===== config.mk =====
export PLATFORM = sky130hd
export DESIGN_NAME = pipe_burst_ram
export DESIGN_NICKNAME = d
export VERILOG_FILES = /design/src/rtl/pipe_burst_ram.sv
export SDC_FILE = /design/constraint.sdc
export NUM_CORES = 1
export LEC_CHECK = 0
export CAP_MARGIN = 40
export CORE_MARGIN = 4
export CORE_UTILIZATION = 45
export DETAILED_ROUTE_END_ITERATION = 10
export DONT_BUFFER_PORTS = 1
export PLACE_DENSITY = 0.62
export REMOVE_ABC_BUFFERS = 1
export SETUP_SLACK_MARGIN = 0.05
export SYNTH_ARGS = -nofsm -noshare
export SYNTH_HDL_FRONTEND = slang
export SYNTH_SLANG_ARGS = --single-unit

===== constraint.sdc =====
create_clock -name clk -period 9.5 [get_ports clk]
set_input_delay 0 -clock clk [delete_from_list [all_inputs] [get_ports clk]]
set_output_delay 0 -clock clk [all_outputs]
set_load 0.01 [all_outputs]

===== src/rtl/pipe_burst_ram.sv =====
module pipe_burst_ram #(
  parameter int DEPTH = 64,
  parameter int LANE  = 9,
  parameter int LANES = 2,
  localparam int AW = $clog2(DEPTH),
  localparam int W  = LANE * LANES
) (
  input  logic             clk,
  input  logic             rst_n,
  input  logic [AW-1:0]    addr,
  input  logic             proc_start_n,
  input  logic             ctrl_start_n,
  input  logic             adv_n,
  input  logic             cs1_n,
  input  logic             cs2,
  input  logic             cs3_n,
  input  logic             gwr_n,
  input  logic             bwr_en_n,
  input  logic [LANES-1:0] lane_we_n,
  input  logic             oe_n,
  input  logic             order_sel,
  input  logic             sleep,
  input  logic [W-1:0]     dq_in,
  output logic [W-1:0]     dq_out,
  output logic             dq_drive
);

  logic [W-1:0]    mem [DEPTH];
  logic            act, s1v, ov, whold;
  logic [AW-3:0]   base;
  logic [1:0]      seed, beat, wake;
  logic [W-1:0]    s1d, od;

  wire blocked   = (wake != 2'd0);
  wire sel       = !cs1_n && cs2 && !cs3_n;
  wire p_go      = !proc_start_n && !cs1_n;
  wire c_go      = !ctrl_start_n && (proc_start_n || cs1_n);
  wire start_try = !blocked && (p_go || c_go);
  wire start_ok  = start_try && sel;
  wire cont      = !blocked && !p_go && !c_go && act;

  wire [LANES-1:0] lanes_req = !gwr_n ? {LANES{1'b1}} :
                               (!bwr_en_n ? ~lane_we_n : {LANES{1'b0}});
  wire [LANES-1:0] wl = ((start_ok && c_go) || cont) ? lanes_req : {LANES{1'b0}};

  wire [1:0]    off_use  = start_ok ? 2'd0 : (!adv_n ? beat + 2'd1 : beat);
  wire [1:0]    seed_use = start_ok ? addr[1:0] : seed;
  wire [AW-3:0] base_use = start_ok ? addr[AW-1:2] : base;
  wire [1:0]    lo       = order_sel ? (seed_use ^ off_use) : (seed_use + off_use);
  wire [AW-1:0] acc_addr = {base_use, lo};

  wire do_acc = start_ok || cont;
  wire do_wr  = do_acc && (|wl);
  wire do_rd  = do_acc && !(|wl);

  always_ff @(posedge clk) begin
    if (do_wr && !sleep)
      for (int i = 0; i < LANES; i++)
        if (wl[i]) mem[acc_addr][i*LANE +: LANE] <= dq_in[i*LANE +: LANE];
  end

  always_ff @(posedge clk or negedge rst_n) begin
    if (!rst_n) begin
      act   <= 1'b0;
      base  <= '0;
      seed  <= 2'd0;
      beat  <= 2'd0;
      s1v   <= 1'b0;
      s1d   <= '0;
      ov    <= 1'b0;
      od    <= '0;
      whold <= 1'b0;
      wake  <= 2'd0;
    end else if (sleep) begin
      wake <= 2'd2;
    end else begin
      if (blocked) wake <= wake - 2'd1;
      if (start_ok) begin
        act  <= 1'b1;
        base <= addr[AW-1:2];
        seed <= addr[1:0];
        beat <= 2'd0;
      end else if (start_try) begin
        act <= 1'b0;
      end else if (cont && !adv_n) begin
        beat <= beat + 2'd1;
      end
      s1v <= do_rd;
      if (do_rd) s1d <= mem[acc_addr];
      ov    <= s1v;
      od    <= s1d;
      whold <= do_wr;
    end
  end

  assign dq_out   = od;
  assign dq_drive = ov && !oe_n && !whold && !sleep;

endmodule


# Yosys cells after proc, flatten, opt, wreduce, memory -nomap -nowiden
# Memories as Yosys holds them, arrays and structs flattened. A register that Yosys moved wholly into a read port is not among the register bits.
# Index checks and enable logic that the tools add are counted.
[totals]
mem_bits_rw = 1152
inputBits = 39
register_bits = 32
out_inout_bits = 19
mem_count = 1
[op_classes]
bitwise = 3
reduce_logical = 42
mux = 21
eq_ne = 1
n_addsub = 3
[memory_table]
columns = ["name", "words", "word_bits", "read_ports", "rd_clocked_by_memory_dff", "wr", "line_no", "rtl"]
rows = [
  ["mem", 64, 18, 1, 1, 1, "28", "logic [W-1:0] mem [DEPTH];"],
]
[op_table]
columns = ["operator", "n"]
rows = [
  ["$mux W2", 12],
  ["$logic_and A1 B1 Y1", 17],
  ["$logic_not A1 Y1", 13],
  ["$mux W1", 8],
  ["$reduce_bool A2 Y1", 4],
  ["$logic_or A1 B1 Y1", 4],
  ["$mux W4", 1],
  ["$reduce_and A2 Y1", 2],
  ["$reduce_and A3 Y1", 1],
  ["$add A2 B1 Y2 const B", 1],
  ["$add A2 B2 Y2", 1],
  ["$ne A2 B1 Y1 const B", 1],
  ["$not A2 Y2", 1],
  ["$reduce_or A2 Y1", 1],
  ["$sub A2 B1 Y2 const B", 1],
  ["$xor A2 B2 Y2", 1],
  ["$not A1 Y1", 1],
]

# Longest topological paths before layout
# Gate-level depths: netlist (run 1).
[depth]
word_depth = 13
depth_mapped = 17

# Least setup slack after synthesis (run 1)
# Ideal clock, no wire load.
[synth_timing]
path_type = "register to register"
startpoint = "register wake[0]"
endpoint = "memory mem[17][10] (netlist bit), enable pin"
slack_ns = 5.480
arrival_time_ns = 3.646
setup_ns = 0.374
path_stages_with_launch = 16
n_path_buf = 7
t_required_ns = 9.126
cell_sequence = "dfrtp_1 inv_1 ha_1 clkbuf_1 nand3_2 clkbuf_1 nand2_1 nand2_1 ha_1 clkbuf_1 clkbuf_1 clkbuf_1 clkbuf_1 nand3_1 clkbuf_1 nor2_1"
[synth_between]
elab_cells_between_ends = 23
[synth_rtl]
columns = ["item", "line_no", "rtl"]
rows = [
  ["start, declared", "31", "logic [1:0] seed, beat, wake;"],
  ["start signal, assigned", "77", "if (blocked) wake <= wake - 2'd1;"],
  ["$reduce_bool A2 Y1 (*)", "34", "wire blocked = (wake != 2'd0);"],
  ["$logic_not A1 Y1 (*)", "38", "wire start_try = !blocked && (p_go || c_go);"],
  ["$logic_and A1 B1 Y1 (*)", "38", ""],
  ["$logic_and A1 B1 Y1 (*)", "39", "wire start_ok = start_try && sel;"],
  ["$mux W2 (*)", "-", ""],
  ["net seed_use[0]", "47", "wire [1:0] seed_use = start_ok ? addr[1:0] : seed;"],
  ["$add A2 B2 Y2 / $xor A2 B2 Y2 (equally long branches)", "49", "wire [1:0] lo = order_sel ? (seed_use ^ off_use) : (seed_use + off_use);"],
  ["$mux W2 (*)", "49", ""],
  ["end, declared", "28", ""],
]
# The timed path passes the listed nets; every way through them passes the cells marked *.

# Final worst setup path (run 1)
[layout_timing]
startpoint = "register wake[0]"
endpoint = "memory mem[13][17] (netlist bit), enable pin"
# The elaborated chain is that of the path after synthesis.

==> metrics, run 1 <==
Synth Register Bits=1202; hold crit path type=input pin to flip-flop; via count=22600; vias in the first global route=23400; dpl cell area=48500 sq um; root buf cell=clkbuf_16; RSZ-0062 raised after global routing=no; hold_sp=addr[4]; DR pass1 iterations=5; Synth cell types=43; IO buf count=0; Worst R2R Start=wake[0]$_DFFE_PN0P_; global-route usage over all layers=0.205; VDD IR max=701 uV; GPL Wtd Cong=0.821; worst-path fanout max=134; ys async rst share=0.0416; pre-CTS setup slack=4.00 ns; die area=109000 sq um; clock skew=0.0269 ns; Post-Synth XOR/XNOR Area=0.000938; Logic pwr share=0.307; Syn Inst Count=2259; Core Area=102000 sq um; Die Span Y=330 microns; Critical Path Source Type=flip-flop; maximum clock path buffer count=3; Worst Setup SP=wake[0]$_DFFE_PN0P_; Syn Area/Cell=20.7 sq um; sw frac=0.318; Final Hold Viols=0; Flop pwr share=0.399; Sinks on Clock Net=1202; register area share after synthesis=0.767; total wire length=111 mm; complex-gate fraction of the synthesized area=0.0227; global-route wire length before repair=163 mm; initial antenna violation count=4; power share of the clock group=0.295; CTS tree=yes; commonest non-fill, non-tap cell in the layout=edfxtp_1; Post-CTS Setup Bufs=0; most frequent cells in the layout=edfxtp_1 (1152), mux4_2 (269), nor2_1 (156), mux2i_1 (130), clkbuf_16 (119); mux cell area share after synthesis=0.164; IO Pins=58; worst-margin pin slew=0.929 ns; DRT iter0 DRCs=2412; total gr overflow=0; drt drc=0; Top FF cell, synth=edfxtp_1; fmax=180 MHz; ANT nets after route=0; final setup margin=3.95 ns; Cell Rows=117; combinational family with the most area after synthesis=multiplexers; H-tree levels=3; Post-Synth Simple-Gate Area=0.0287; period utilization=0.584; Max-cap violations=0; CTS buffer count=116; fin area=53300 sq um; die span in x=330 microns; Crit path required time=9.80 ns; Worst-Skew Late Latency=0.68 ns; Syn-to-layout area delta=14.0%; starting utilization of the core area=0.456; Int Power=10.3 mW; max_slew headroom=0.381; PwrDens=284 nW/um^2; Worst-path clk slew=0.06 ns; Filler cells=8002; Final Max Tran Viols=0; largest net degree at the start of global routing=135; CP Class=flip-flop to flip-flop; status=complete, no violations; drt wl/cell=28.9 microns; setup violators final=0; Synth Cell Area=46700 sq um; Setup crit end kind=flip-flop; synthesized-area fraction occupied by adder cells=0.000536; vias per cell=5.87; LEAKAGE=17.1 nW; reported net switching power=4.80 mW; DP Wirelength=64.5 mm; YS warnings=0; critical path arrival=5.85 ns; Layout Nets=2414; Tmin final=5.55 ns; share of layout cells above drive strength 1=0.240; Post-synth EDFFs=1152
==> cell families after synthesis <==
family	count (synthesis)
flip-flops	1202
multiplexers	427
AND/OR/NAND/NOR	303
AO/OA/AOI/OAI	169
buffers and inverters	151
XOR/XNOR	5
adder cells (fa/ha/maj)	2
==> power by group through the flow <==
stage | Clock (mW) | Combinational, mW | Sequential, mW
after floorplan | 0 | 3.75 | 6.07
after global placement | 0 | 4.43 | 6.13
after CTS | 4.53 | 4.68 | 6.02
after global routing | 4.77 | 4.88 | 6.03
final | 4.45 | 4.63 | 6.02
after detailed placement | 0 | 4.52 | 6.13
==> routing by layer <==
layer  track usage  part of all wire  up-vias
met5             0                 0        -
met4        0.0590             0.027        0
met3        0.0460             0.087      162
met2         0.331              0.49      891
met1         0.285              0.40    12000
li1              -                 -     9547
==> cell type report <==
| class | count | area, sq um | share of cell area |
|---|---|---|---|
| sequential | 1202 | 35800 | 0.673 |
| multi-input combinational | 906 | 10300 | 0.193 |
| clock buffer | 137 | 3070 | 0.0576 |
| tap | 1368 | 1710 | 0.0321 |
| timing repair buffer | 142 | 1700 | 0.0319 |
| clock inverter | 81 | 629 | 0.0118 |
| inverter | 5 | 18.8 | 0.000352 |
| antenna | 5 | 12.5 | 0.000235 |
==> state kept, by name, indices dropped and copies added (netlist names) <==
signal	cells
mem	1152
dq_out	18
s1d	18
base	4
beat	2
seed	2
wake	2
act	1
ov	1
s1v	1
whold	1
==> metrics by stage <==
stage          TNS [ns]   util  hold slack, ns  power, mW  instances
2_1_floorplan  -3055.57      -          -0.296       9.83       2113
3_3_place_gp          0  0.470          -0.294       10.6       3509
3_5_place_dp          0  0.473          -0.294       10.7       3552
4_1_cts               0  0.519         0.00666       15.2       3830
5_1_grt               0  0.520          0.0292       15.7       3843
6_report              0  0.520          0.0493       15.1       3846
==> critical path, stage by stage, from the launching register on <==
cell     delay [ns]
dfrtp_1        0.39
inv_1          0.07
ha_1           0.30
nand3_2        0.53
nand2_1        0.25
nand2_1        0.13
ha_4           0.68
buf_12         0.61
nand3_1        0.90
buf_4          0.51
nor2_1         0.63
==> final timing paths <==
check / slack [ns] / cells after the start / endpoint
worst max register to register: 3.95 / 10 / mem[13][17]$_DFFE_PP_
max in group asynchronous: 8.64 / 4 / dq_out[17]$_DFFE_PN0N_
min in group asynchronous: 0.58 / 4 / s1d[1]$_DFFE_PN0P_
worst min-delay path: 0.05 / 5 / s1d[10]$_DFFE_PN0P_
worst min register to register: 0.49 / 1 / s1v$_DFFE_PN0N_
worst max-delay path: 3.95 / 10 / mem[13][17]$_DFFE_PP_
==> what timing repair did <==
item	4_1_cts	5_1_grt
hold buffers	60	0
endpoints found under the hold margin	1240	0
gates resized for setup	0	0
==> cells in the mapped netlist (3+ instances only) <==
library cell / number / area (sq um)
nor4_1: 19 / 119
xnor2_1: 3 / 26.3
o211ai_1: 17 / 128
a21oi_1: 22 / 110
buf_2: 31 / 155
edfxtp_1: 1152 / 34600
o22ai_1: 54 / 338
nand2_1: 62 / 233
dfrtp_1: 50 / 1250
mux2i_1: 131 / 1310
a21o_1: 20 / 150
nand3_1: 24 / 120
o21ai_0: 23 / 115
a31oi_1: 25 / 156
nor2b_1: 8 / 50.1
mux2_2: 26 / 293
nor3_1: 3 / 15.0
buf_6: 11 / 124
buf_1: 8 / 30.0
clkbuf_1: 89 / 334
buf_4: 6 / 45.0
mux4_2: 269 / 6060
or3_1: 19 / 119
nor2_1: 156 / 586
nor4b_1: 3 / 26.3
inv_1: 5 / 18.8
No activity file was read; power rests on OpenSTA's default activity.
==> run 2, diff against run 1 <==
--- a/config.mk
+++ b/config.mk
@@ -10,7 +10,7 @@
 export CORE_UTILIZATION = 45
 export DETAILED_ROUTE_END_ITERATION = 10
 export DONT_BUFFER_PORTS = 1
-export PLACE_DENSITY = 0.62
+export PLACE_DENSITY = 0.64
 export REMOVE_ABC_BUFFERS = 1
 export SETUP_SLACK_MARGIN = 0.05
 export SYNTH_ARGS = -nofsm -noshare
==> constraint.sdc (replaced) <==
create_clock -name clk -period 4.7 [get_ports clk]
set_input_delay 0 -clock clk [delete_from_list [all_inputs] [get_ports clk]]
set_output_delay 0 -clock clk [all_outputs]
set_load 0.01 [all_outputs]
==> metrics, run 2 (same netlist as run 1, synthesis figures left out) <==
clock skew=0.0199 ns (-0.00705 ns); fin area=54400 sq um (+2.1%); period utilization=0.916 (+0.332); DR pass1 iterations=7 (+2); drt wl/cell=28.4 microns (-1.7%); Setup crit end kind=flip-flop; Critical Path Most Common Cell=nand2_1; setup violators final=0 (unchanged); die span in x=330 microns (unchanged); die area=109000 sq um (unchanged); DP Wirelength=68.5 mm (+6.2%); Int Power=21.7 mW (+110%); hold_sp=sleep; starting utilization of the core area=0.456 (unchanged); Filler cells=7873 (-1.6%); PwrDens=580 nW/um^2 (+100%); Max-cap violations=0 (unchanged); VDD IR max=452 uV (-35%); Tmin final=4.30 ns (-1.24 ns); Flop pwr share=0.386 (-0.013); RSZ-0062 raised after global routing=no; Largest Register=mem; Worst Setup SP=wake[0]$_DFFE_PN0P_; Post-Layout Cell Count=3948 (+2.7%); global-route wire length before repair=165 mm (+1.5%); worst-margin pin slew=0.872 ns (-0.0576 ns); vias per cell=5.84 (-0.60%); Crit path required time=5.25 ns (-4.55 ns); via count=23100 (+2.0%); largest net degree at the start of global routing=66 (-51%); drt drc=0 (unchanged); Logic pwr share=0.308 (about the same); H-tree levels=3 (unchanged); dpl cell area=49400 sq um (+1.8%); Syn-to-layout area delta=16.5%; fmax=232 MHz (+29%); status=complete, no violations; Post-CTS Setup Bufs=0 (unchanged); Die Span Y=330 microns (unchanged); sequential cell area=35800 sq um (unchanged); total wire length=112 mm (+0.93%); Worst-Skew Late Latency=0.69 ns (about the same); hold crit path type=input pin to output port; ANT nets after route=0 (unchanged); root buf cell=clkbuf_16; Worst-path clk slew=0.06 ns (about the same); PostCTS Resize Cnt=0 (unchanged); DRT iter0 DRCs=2725 (+13%); Final Max Tran Viols=0 (unchanged); most frequent cells in the layout=edfxtp_1 (1152), mux4_2 (269), buf_4 (168), nor2_1 (156), mux2i_1 (130); max reg flops=1152 (unchanged); LEAKAGE=17.8 nW (+4.2%); CP Cell Sequence=inv_1, ha_1, and3_1, nand2_1, nand2_1, ha_4, nor2b_1, xor2_4, buf_12, mux2i_1, o22ai_1, nor4_1, a31oi_1; Critical Path Source Type=flip-flop; total gr overflow=0 (unchanged); maximum clock path buffer count=3 (unchanged); Final Hold Viols=0 (unchanged); Multi-input gate area=10300 sq um (-0.17%); IO Pins=58 (unchanged); max_slew headroom=0.419 (+0.0384); share of layout cells above drive strength 1=0.269 (+0.0289); critical path arrival=4.86 ns (-0.99 ns); GPL Wtd Cong=0.841 (+2.4%); placed insts=3665 (+3.2%); initial antenna violation count=3 (-1); reported net switching power=9.88 mW (+110%); CTS buffer count=116 (unchanged); vias in the first global route=23500 (+0.51%); peak per-stage delay on the critical path=0.62 ns (-0.28 ns); Critical path buffers and inverters=2 (-1); Core Util, Final=0.531 (+0.0110); CP Class=flip-flop to flip-flop; sw frac=0.313 (-0.00461); commonest non-fill, non-tap cell in the layout=edfxtp_1; IO buf count=0 (unchanged); Core Area=102000 sq um (unchanged); power share of the clock group=0.306 (+0.011); worst-path fanout max=52 (-61%); final setup margin=0.396 ns (-3.56 ns); global-route usage over all layers=0.208 (+0.00223); CTS tree=yes; Worst R2R Start=wake[0]$_DFFE_PN0P_; Cell Rows=117 (unchanged); pre-CTS setup slack=0.392 ns (-3.61 ns); CP top delay family=simple AND/OR/NAND/NOR gates; # hold bufs at CTS=62 (+3.3%); Layout Nets=2519 (+4.3%); Sinks on Clock Net=1202 (unchanged); CP max stage cell=nor2b_1
==> run 2: cell count changes in the layout (fill, tap and decap cells not counted), sizes merged <==
cell,before,now
dlygate4sd3,39,41
clkbuf,137,156
clkinvlp,8,2
bufinv,8,16
diode,5,1
clkinv,62,42
buf,103,206
==> run 2: worst paths after layout <==
| check | end | slack [ns] | cells past startpoint |
|---|---|---|---|
| setup / recovery | s1d[1]$_DFFE_PN0P_ | 0.40 | 13 |
| hold / removal | dq_drive | 0.06 | 1 |
| setup reg to reg | s1d[1]$_DFFE_PN0P_ | 0.40 | 13 |
| hold reg to reg | s1v$_DFFE_PN0N_ | 0.47 | 1 |
| max in group asynchronous | dq_out[10]$_DFFE_PN0N_ | 3.84 | 4 |
| min in group asynchronous | s1d[4]$_DFFE_PN0P_ | 0.59 | 4 |
==> run 2: metrics by stage <==
step | hold WS (ns) | TNS [ns] | power [mW]
floorplan | -0.296 | -8472.08 | 17.2
global placement | -0.294 | 0 | 21.7
detailed placement | -0.294 | 0 | 21.9
CTS | 0.0326 | 0 | 31.8
global route | 0.0705 | 0 | 32.7
finish | 0.0606 | 0 | 31.5
==> run 2: area by class of cell <==
type / instances / area share
well taps: 1368 / 0.0315
clock inverters: 63 / 0.0134
flip-flops and latches: 1202 / 0.659
repair buffers: 247 / 0.0468
multi-input cells: 906 / 0.189
inverters: 5 / 0.000345
clock buffers: 156 / 0.0601
diodes: 1 / 0.0000460
==> run 2: power groups by stage <==
stage	Clock, mW	Sequential [mW]	Combinational, mW
floorplan	0	12.3	4.93
global placement	0	12.4	9.36
detailed placement	0	12.4	9.46
CTS	9.81	12.2	9.81
global route	10.3	12.2	10.2
finish	9.65	12.2	9.72
==> run 2: routing by layer <==
| layer | global-route usage | routed length, microns | up-vias |
|---|---|---|---|
| li1 | - | - | 9730 |
| met1 | 0.293 | 46100 | 12200 |
| met2 | 0.334 | 54400 | 928 |
| met3 | 0.0457 | 8910 | 173 |
| met4 | 0.0489 | 2710 | 0 |
| met5 | 0 | 0 | - |
==> run 2: worst register-to-register path, stage by stage, from the launching register on <==
cell	delay, ns
dfrtp_1	0.39
inv_1	0.06
ha_1	0.31
and3_1	0.38
nand2_1	0.11
nand2_1	0.14
ha_4	0.14
nor2b_1	0.62
xor2_4	0.42
buf_12	0.40
mux2i_1	0.41
o22ai_1	0.24
nor4_1	0.39
a31oi_1	0.15
